===== src/rtl/xfer_handshake.sv =====
module xfer_handshake #(
  parameter int DW = 8
) (
  input  logic          clk,
  input  logic          rst_n,
  input  logic          exec_start,
  input  logic          dir_write,
  input  logic          dma_mode,
  input  logic          disk_rdy,
  input  logic [DW-1:0] disk_din,
  input  logic          last_sector,
  output logic [DW-1:0] disk_dout,
  input  logic          host_rd_n,
  input  logic          host_wr_n,
  input  logic          host_dack_n,
  input  logic          host_tc,
  input  logic [DW-1:0] host_din,
  output logic [DW-1:0] host_dout,
  output logic          host_oe,
  output logic          int_o,
  output logic          drq_o,
  output logic          rqm_o,
  output logic          exec_o,
  output logic          overrun_o
);

  logic [2:0] rd_q, wr_q, tc_q;
  logic [1:0] dack_q;
  logic exec_q, dma_q, wdir_q, pend_q, drq_q, endi_q, ovr_q;
  logic [DW-1:0] data_q;

  always_ff @(posedge clk or negedge rst_n) begin
    if (!rst_n) begin
      rd_q   <= '1;
      wr_q   <= '1;
      tc_q   <= '0;
      dack_q <= '1;
    end else begin
      rd_q   <= {rd_q[1:0], host_rd_n};
      wr_q   <= {wr_q[1:0], host_wr_n};
      tc_q   <= {tc_q[1:0], host_tc};
      dack_q <= {dack_q[0], host_dack_n};
    end
  end

  wire rd_fall = rd_q[2] & ~rd_q[1];
  wire wr_fall = wr_q[2] & ~wr_q[1];
  wire tc_rise = ~tc_q[2] & tc_q[1];
  wire dack_lo = ~dack_q[1];
  wire strobe  = wdir_q ? wr_fall : rd_fall;
  wire serve   = exec_q & pend_q & strobe & (~dma_q | dack_lo);
  wire fin     = exec_q & (tc_rise | last_sector);

  always_ff @(posedge clk or negedge rst_n) begin
    if (!rst_n) begin
      exec_q <= 1'b0;
      dma_q  <= 1'b0;
      wdir_q <= 1'b0;
      pend_q <= 1'b0;
      drq_q  <= 1'b0;
      endi_q <= 1'b0;
      ovr_q  <= 1'b0;
      data_q <= '0;
    end else if (exec_start && !exec_q) begin
      exec_q <= 1'b1;
      dma_q  <= dma_mode;
      wdir_q <= dir_write;
      pend_q <= 1'b0;
      drq_q  <= 1'b0;
      endi_q <= 1'b0;
      ovr_q  <= 1'b0;
    end else if (fin) begin
      exec_q <= 1'b0;
      pend_q <= 1'b0;
      drq_q  <= 1'b0;
      endi_q <= 1'b1;
    end else if (exec_q) begin
      if (dack_lo) drq_q <= 1'b0;
      if (serve) begin
        pend_q <= 1'b0;
        if (wdir_q) data_q <= host_din;
      end
      if (disk_rdy) begin
        if (pend_q && !serve) ovr_q <= 1'b1;
        pend_q <= 1'b1;
        if (!wdir_q) data_q <= disk_din;
        if (dma_q) drq_q <= 1'b1;
      end
    end else if (rd_fall) begin
      endi_q <= 1'b0;
    end
  end

  assign disk_dout = data_q;
  assign host_dout = data_q;
  assign host_oe   = exec_q & ~wdir_q & ~host_rd_n & (~dma_q | ~host_dack_n);
  assign int_o     = endi_q | (exec_q & ~dma_q & pend_q);
  assign drq_o     = drq_q;
  assign rqm_o     = exec_q & pend_q;
  assign exec_o    = exec_q;
  assign overrun_o = ovr_q;

endmodule


===== config.mk =====
export PLATFORM = sky130hd
export DESIGN_NAME = xfer_handshake
export DESIGN_NICKNAME = d
export VERILOG_FILES = /design/src/rtl/xfer_handshake.sv
export SDC_FILE = /design/constraint.sdc
export NUM_CORES = 1
export LEC_CHECK = 0
export ABC_AREA = 0
export ABC_CLOCK_PERIOD_IN_PS = 2100
export CELL_PAD_IN_SITES_DETAIL_PLACEMENT = 1
export CELL_PAD_IN_SITES_GLOBAL_PLACEMENT = 2
export CORE_ASPECT_RATIO = 0.75
export CORE_MARGIN = 3
export CORE_UTILIZATION = 25
export DETAILED_ROUTE_END_ITERATION = 12
export PLACE_DENSITY_LB_ADDON = 0.1
export SYNTH_ARGS = -nofsm -noshare
export SYNTH_HDL_FRONTEND = slang
export SYNTH_SLANG_ARGS = --single-unit

===== constraint.sdc =====
create_clock -name clk -period 2.1 [get_ports clk]
set_input_delay 0.525 -clock clk [delete_from_list [all_inputs] [get_ports clk]]
set_output_delay 0.525 -clock clk [all_outputs]
set_load 0.02 [all_outputs]

==> results of run 1 <==
==> through the flow <==
stage          std cells  hold slack [ps]  power, mW  util [%]
4_1_cts              189              362       1.81      40.8
3_3_place_gp         185              347       1.37      39.2
5_1_grt              189              367       1.88      41.0
2_1_floorplan         86              229       1.06         -
6_report             189              360       1.79      41.0
3_5_place_dp         185              341       1.38      39.2
==> worst reg2reg max path: stages (launching register included) <==
cell     delay [ps]
dfstp_2         540
or3b_1          350
a221o_1         350
a31oi_1         180
nor2_1           50
==> layout make-up <==
type                    count  area (sq um)  share of cell area (%)
clock buffers               3          41.3                    2.44
clock inverters             1          30.0                    1.77
inverters                   2          7.51                   0.443
multi-input cells          48           360                    21.3
flip-flops and latches     26           661                    39.0
well taps                  55          68.8                    4.07
repair buffers             54           524                    31.0
==> state kept, by name (all words and copies together) (netlist names) <==
register,cells
dack_q,2
pend_q,1
dma_q,1
endi_q,1
overrun_o,1
tc_q,3
wdir_q,1
drq_o,1
wr_q,3
disk_dout,8
exec_o,1
rd_q,3
==> logic make-up after synthesis <==
family | count (synthesis) | share of synthesized area, %
AOI/OAI and AO/OA | 28 | 20.8
buffers and inverters | 12 | 6.89
DFF | 26 | 60.6
muxes | 2 | 2.07
and+or+nand+nor | 18 | 9.64
==> where the power goes <==
group | switching (mW) | internal (mW) | total (mW) | leakage [nW]
clock network | 0.166 | 0.255 | 0.422 | 0.0357
registers | 0.0799 | 0.599 | 0.679 | 0.309
logic | 0.329 | 0.358 | 0.686 | 0.343
==> cells in the mapped netlist (all sizes together) <==
cell | n | area (sq um)
o2bb2ai | 8 | 70.1
nand2 | 4 | 17.5
a31oi | 1 | 6.26
a21oi | 3 | 15.0
clkbuf | 2 | 7.51
a221o | 1 | 10.0
o21ai | 2 | 10.0
dfstp | 8 | 210
and2b | 2 | 15.0
mux2 | 2 | 22.5
nor2b | 2 | 12.5
or3b | 1 | 8.76
a2111oi | 1 | 8.76
inv | 2 | 7.51
nor3 | 2 | 10.0
nand2b | 3 | 18.8
dfrtp | 18 | 450
nand3b | 2 | 15.0
a211oi | 1 | 20.0
o21bai | 2 | 18.8
buf | 8 | 60.1
a22oi | 9 | 67.6
nor2 | 2 | 7.51
==> worst max-delay path by stage <==
stage,startpoint,end,slack [ps],cells after the start
6_report,host_dack_n,host_oe,100,3
5_1_grt,host_dack_n,host_oe,30,3
4_1_cts,host_dack_n,host_oe,5,3
3_5_place_dp,host_dack_n,host_oe,-450,3
3_3_place_gp,host_dack_n,host_oe,-420,3
2_1_floorplan,exec_o,host_oe,130,2
==> per-layer routing <==
layer	part of all wire (%)	GRT usage (%)	wire length [microns]
met1	47	17.9	1390
met2	47	19.2	1420
met3	5.3	3.86	158
met4	0.64	1.87	19
met5	0	0	0
==> timing repair <==
item | 4_1_cts | 5_1_grt
cloned | 0 | 0
endpoints found under the hold margin | 0 | 0
resized for setup | 6 | 3
pin swaps | 0 | 1
endpoints found under the setup margin | 2 | 2
setup buffers | 0 | 0
==> flow_summary_export.csv, run 1 <==
group,metric,value,unit
global_route,gr-usage-all-layers,12.6,%
sta,setup_ws,97.4,ps
routing,drt_wl_total,2990,microns
finish,mostFrequentLayoutCell,"clkdlybuf4s50_1",
routing,viasPerCell,4.53,
power,power.density,1060,nW/um^2
placed_design,port_buffers,48,
sta,min_period,2000,ps
routing,drt_iter0_drc,42,
min_path,hold_end,"rd_q[1]",
finish,syn_to_final_growth,55.3,%
finish,design_area,1690,sq um
power,vdd_drop_max,0.367,mV
yosys,synth.net_count,113,
global_route,antenna_found_initial,0,
critical_path,end_kind,"output port",
clock_tree,clockRootBuffer,"clkbuf_8",
critical_path,crit_buf_inv,2,
global_route,grt_first_pass_wirelength,5050,microns
placed_design,place_area,1620,sq um
clock_tree,clock-sinks,26,
sta,report.final.slew_viol_count,0,
placed_design,gp_congestion,0.719,
floorplan,die_area,5200,sq um
floorplan,io_pins,49,
routing,ant_nets,0,
clock_tree,cts.path.max_buffers,2,
global_route,grt-ovfl-total,0,
sta,hold_violations,0,
finish,nets,162,
sta,rsz0062_at_grt,"false",
clock_tree,cts_tree,"done",
yosys,ys_ff_latch,26,
critical_path,cp.required,1570,ps
finish,final_cell_mix,"clkdlybuf4s50_1 (44), dfrtp_1 (18), a22oi_1 (9)",
sta,relSlewSlack,73.6,%
sta,report.final.setup_viol,0,
run_status,status,"finished, final reports clean",
critical_path,cp_slowest_cell,"clkdlybuf4s50_1",
critical_path,reg2reg_from,"rd_q[2]",
critical_path,worst-r2r-cell-count,4,
yosys,ys_seq_area_share,60.6,%
routing,first_pass_iters,4,
yosys,synth_area_per_cell,12.7,sq um
sta,fmax,0.499,GHz
floorplan,die_h,63.2,microns
finish,fillers,451,
finish,drive_gt1_share,18.7,%
yosys,syn-instance-count,86,
sta,period_share,95.4,%
routing,drc_errors,0,
placed_design,dpl.hpwl,2280,microns
power,p_leak,0.687,nW
sta,setup_tns,0,ps
critical_path,r2r-end,"overrun_o",
sta,skew,5.85,ps
critical_path,critPathMaxStageDelay,440,ps
yosys,yosysWarnings,0,
clock_tree,cts_made_buffers,3,
clock_tree,hold_buffers,0,
min_path,hold_depth,0,
yosys,netlist_area,1090,sq um
global_route,grt_max_degree,27,
critical_path,cp.arrival,1480,ps
min_path,hp-start,"rd_q[0]",
global_route,grt_pass1_vias,1001,
critical_path,critPathKind,"in2out",
critical_path,r2r_slack,530,ps
critical_path,cp_max_fo,2,
routing,via_count,857,
critical_path,crit_chain,"clkdlybuf4s50_1, a2111oi_2, buf_2",
placed_design,dp_slack,-453,ps
critical_path,cp_top_family,"buffers and inverters",
clock_tree,htreeDepth,1,
finish,insertedDiodeCount,0,
floorplan,die_width,82.2,microns
flow_run,drv_cap,0,
floorplan,start_util,26.4,%
critical_path,crit_path_start_kind,"primary input",
floorplan,core_area,4130,sq um
routing,wire_per_inst,15.8,microns
sta,worst_pin_slew,396,ps
clock_tree,clk_pin_slew,90,ps
yosys,yosysUniqueCellTypes,25,
clock_tree,clock_latency,280,ps
min_path,hp-class,"reg2reg",
floorplan,rows,20,
Power figures use the tool's default switching activity.
==> run 2, diff against run 1 <==
--- a/config.mk
+++ b/config.mk
@@ -14,6 +14,7 @@
 export CORE_UTILIZATION = 25
 export DETAILED_ROUTE_END_ITERATION = 12
 export PLACE_DENSITY_LB_ADDON = 0.1
+export REMOVE_ABC_BUFFERS = 1
 export SYNTH_ARGS = -nofsm -noshare
 export SYNTH_HDL_FRONTEND = slang
 export SYNTH_SLANG_ARGS = --single-unit
==> run 2 against run 1 <==
Clock skew fell by 1.2 ps. Register-to-register slack got worse by 50 ps. Cell count did not move. Power fell by 0.34%. Clock power barely moved. Fmax fell by 0.84%. Count of clock-buffer cells in the layout did not move. Sequential power fell by 0.6%.
==> flow_summary_export.csv, run 2 (same netlist as run 1, synthesis figures left out) <==
group,metric,value,unit
floorplan,die_h,63.2,microns
finish,mostFrequentLayoutCell,"clkdlybuf4s50_1",
sta,report.final.setup_viol,0,
critical_path,critPathKind,"in2out",
sta,setup_tns,0,ps
power,p_leak,0.660,nW
global_route,grt_max_degree,27,
floorplan,start_util,26.4,%
critical_path,cp_max_fo,2,
global_route,grt_pass1_vias,978,
finish,syn_to_final_growth,55.1,%
routing,ant_nets,0,
sta,relSlewSlack,68.5,%
finish,final_cell_mix,"clkdlybuf4s50_1 (46), dfrtp_1 (18), a22oi_1 (9)",
critical_path,critPathMaxStageDelay,440,ps
clock_tree,cts_setup_buffers,0,
sta,fmax,0.495,GHz
min_path,hp-start,"rd_q[0]",
power,vdd_drop_max,0.406,mV
clock_tree,clock-sinks,26,
routing,via_count,873,
min_path,hp-class,"reg2reg",
critical_path,cp.required,1570,ps
sta,skew,4.62,ps
sta,min_period,2020,ps
placed_design,dpl.hpwl,2270,microns
floorplan,core_area,4130,sq um
placed_design,port_buffers,48,
clock_tree,cts_tree,"done",
finish,fillers,453,
critical_path,r2r-end,"disk_dout[1]",
run_status,status,"finished, final reports clean",
routing,viasPerCell,4.62,
routing,drc_errors,0,
floorplan,rows,20,
global_route,grt_first_pass_wirelength,4960,microns
floorplan,io_pins,49,
min_path,hold_end,"rd_q[1]",
routing,drt_wl_total,2940,microns
critical_path,end_kind,"output port",
critical_path,crit_chain,"clkdlybuf4s50_1, a2111oi_2, buf_4",
routing,first_pass_iters,3,
critical_path,worst-r2r-cell-count,4,
finish,drive_gt1_share,18.7,%
sta,report.final.slew_viol_count,0,
finish,largest_reg_flops,8,
critical_path,crit_buf_inv,2,
clock_tree,clockRootBuffer,"clkbuf_8",
critical_path,reg2reg_from,"wr_q[2]",
critical_path,cp_slowest_cell,"clkdlybuf4s50_1",
clock_tree,cts.path.max_buffers,2,
routing,wire_per_inst,15.5,microns
sta,period_share,96.2,%
sta,worst_pin_slew,471,ps
floorplan,die_width,82.2,microns
clock_tree,htreeDepth,1,
clock_tree,clock_latency,280,ps
finish,insertedDiodeCount,0,
clock_tree,cts_made_buffers,3,
placed_design,gp_congestion,0.720,
critical_path,cp.arrival,1490,ps
clock_tree,clk_pin_slew,90,ps
finish,nets,162,
global_route,gr-usage-all-layers,12.8,%
power,power.density,1050,nW/um^2
min_path,hold_depth,0,
flow_run,drv_cap,0,
global_route,grt-ovfl-total,0,
critical_path,crit_path_start_kind,"primary input",
critical_path,cp_top_family,"buffers and inverters",
power,total_power,1.78,mW
sta,hold_violations,0,
global_route,antenna_found_initial,0,
floorplan,die_area,5200,sq um
routing,drt_iter0_drc,29,
critical_path,r2r_slack,480,ps
[run 2: changes by cell type in the layout (fill, tap and decap cells not counted)]
cell | previous run | this run
dlymetal6s2s_1 | 2 | 0
buf_2 | 1 | 0
buf_4 | 6 | 7
clkdlybuf4s50_1 | 44 | 46
[run 2: layout make-up]
cell class | count | area (sq um) | area share [%]
well taps | 55 | 68.8 | 4.07
multi-input cells | 48 | 360 | 21.3
clock buffers | 3 | 41.3 | 2.44
inverters | 2 | 7.51 | 0.444
flip-flops and latches | 26 | 661 | 39.1
repair buffers | 54 | 522 | 30.9
clock inverters | 1 | 30.0 | 1.78
[run 2: worst max-delay path by stage]
stage	startpoint	end	slack [ps]	cells after the start
floorplan	exec_o	host_oe	-120	2
global placement	host_dack_n	host_oe	-450	3
detailed placement	host_dack_n	host_oe	-460	3
CTS	host_dack_n	host_oe	7	3
global route	host_rd_n	host_oe	-30	3
finish	host_rd_n	host_oe	80	3
[run 2: metal layers]
layer  vias to the layer above  global-route usage [%]  wire, microns
met2                        25                    18.4           1390
met4                         0                    3.11             28
li1                        403                       -              -
met1                       441                    18.0           1340
met3                         4                    4.57            180
met5                         -                       0              0
[run 2: report_power, final]
group / switching (mW) / internal, mW
logic: 0.326 / 0.360
registers: 0.0755 / 0.599
clock network: 0.165 / 0.255
total: 0.566 / 1.21
[run 2: what timing repair did]
item                                    in CTS  in global routing
pin swaps                                    0                  1
gates cloned                                 0                  0
resized for setup                            5                  3
endpoints found under the setup margin       2                  1
hold buffers                                 0                  0
[run 2: through the flow]
stage / util (%) / hold slack, ps / instance area (sq um) / setup WS, ps / cells
floorplan: - / 229 / 1020 / -124 / 76
CTS: 40.7 / 361 / 1680 / 7.01 / 189
finish: 40.9 / 360 / 1690 / 80.4 / 189
global placement: 39.2 / 347 / 1620 / -446 / 185
global route: 40.9 / 366 / 1690 / -29.4 / 189
detailed placement: 39.2 / 340 / 1620 / -464 / 185
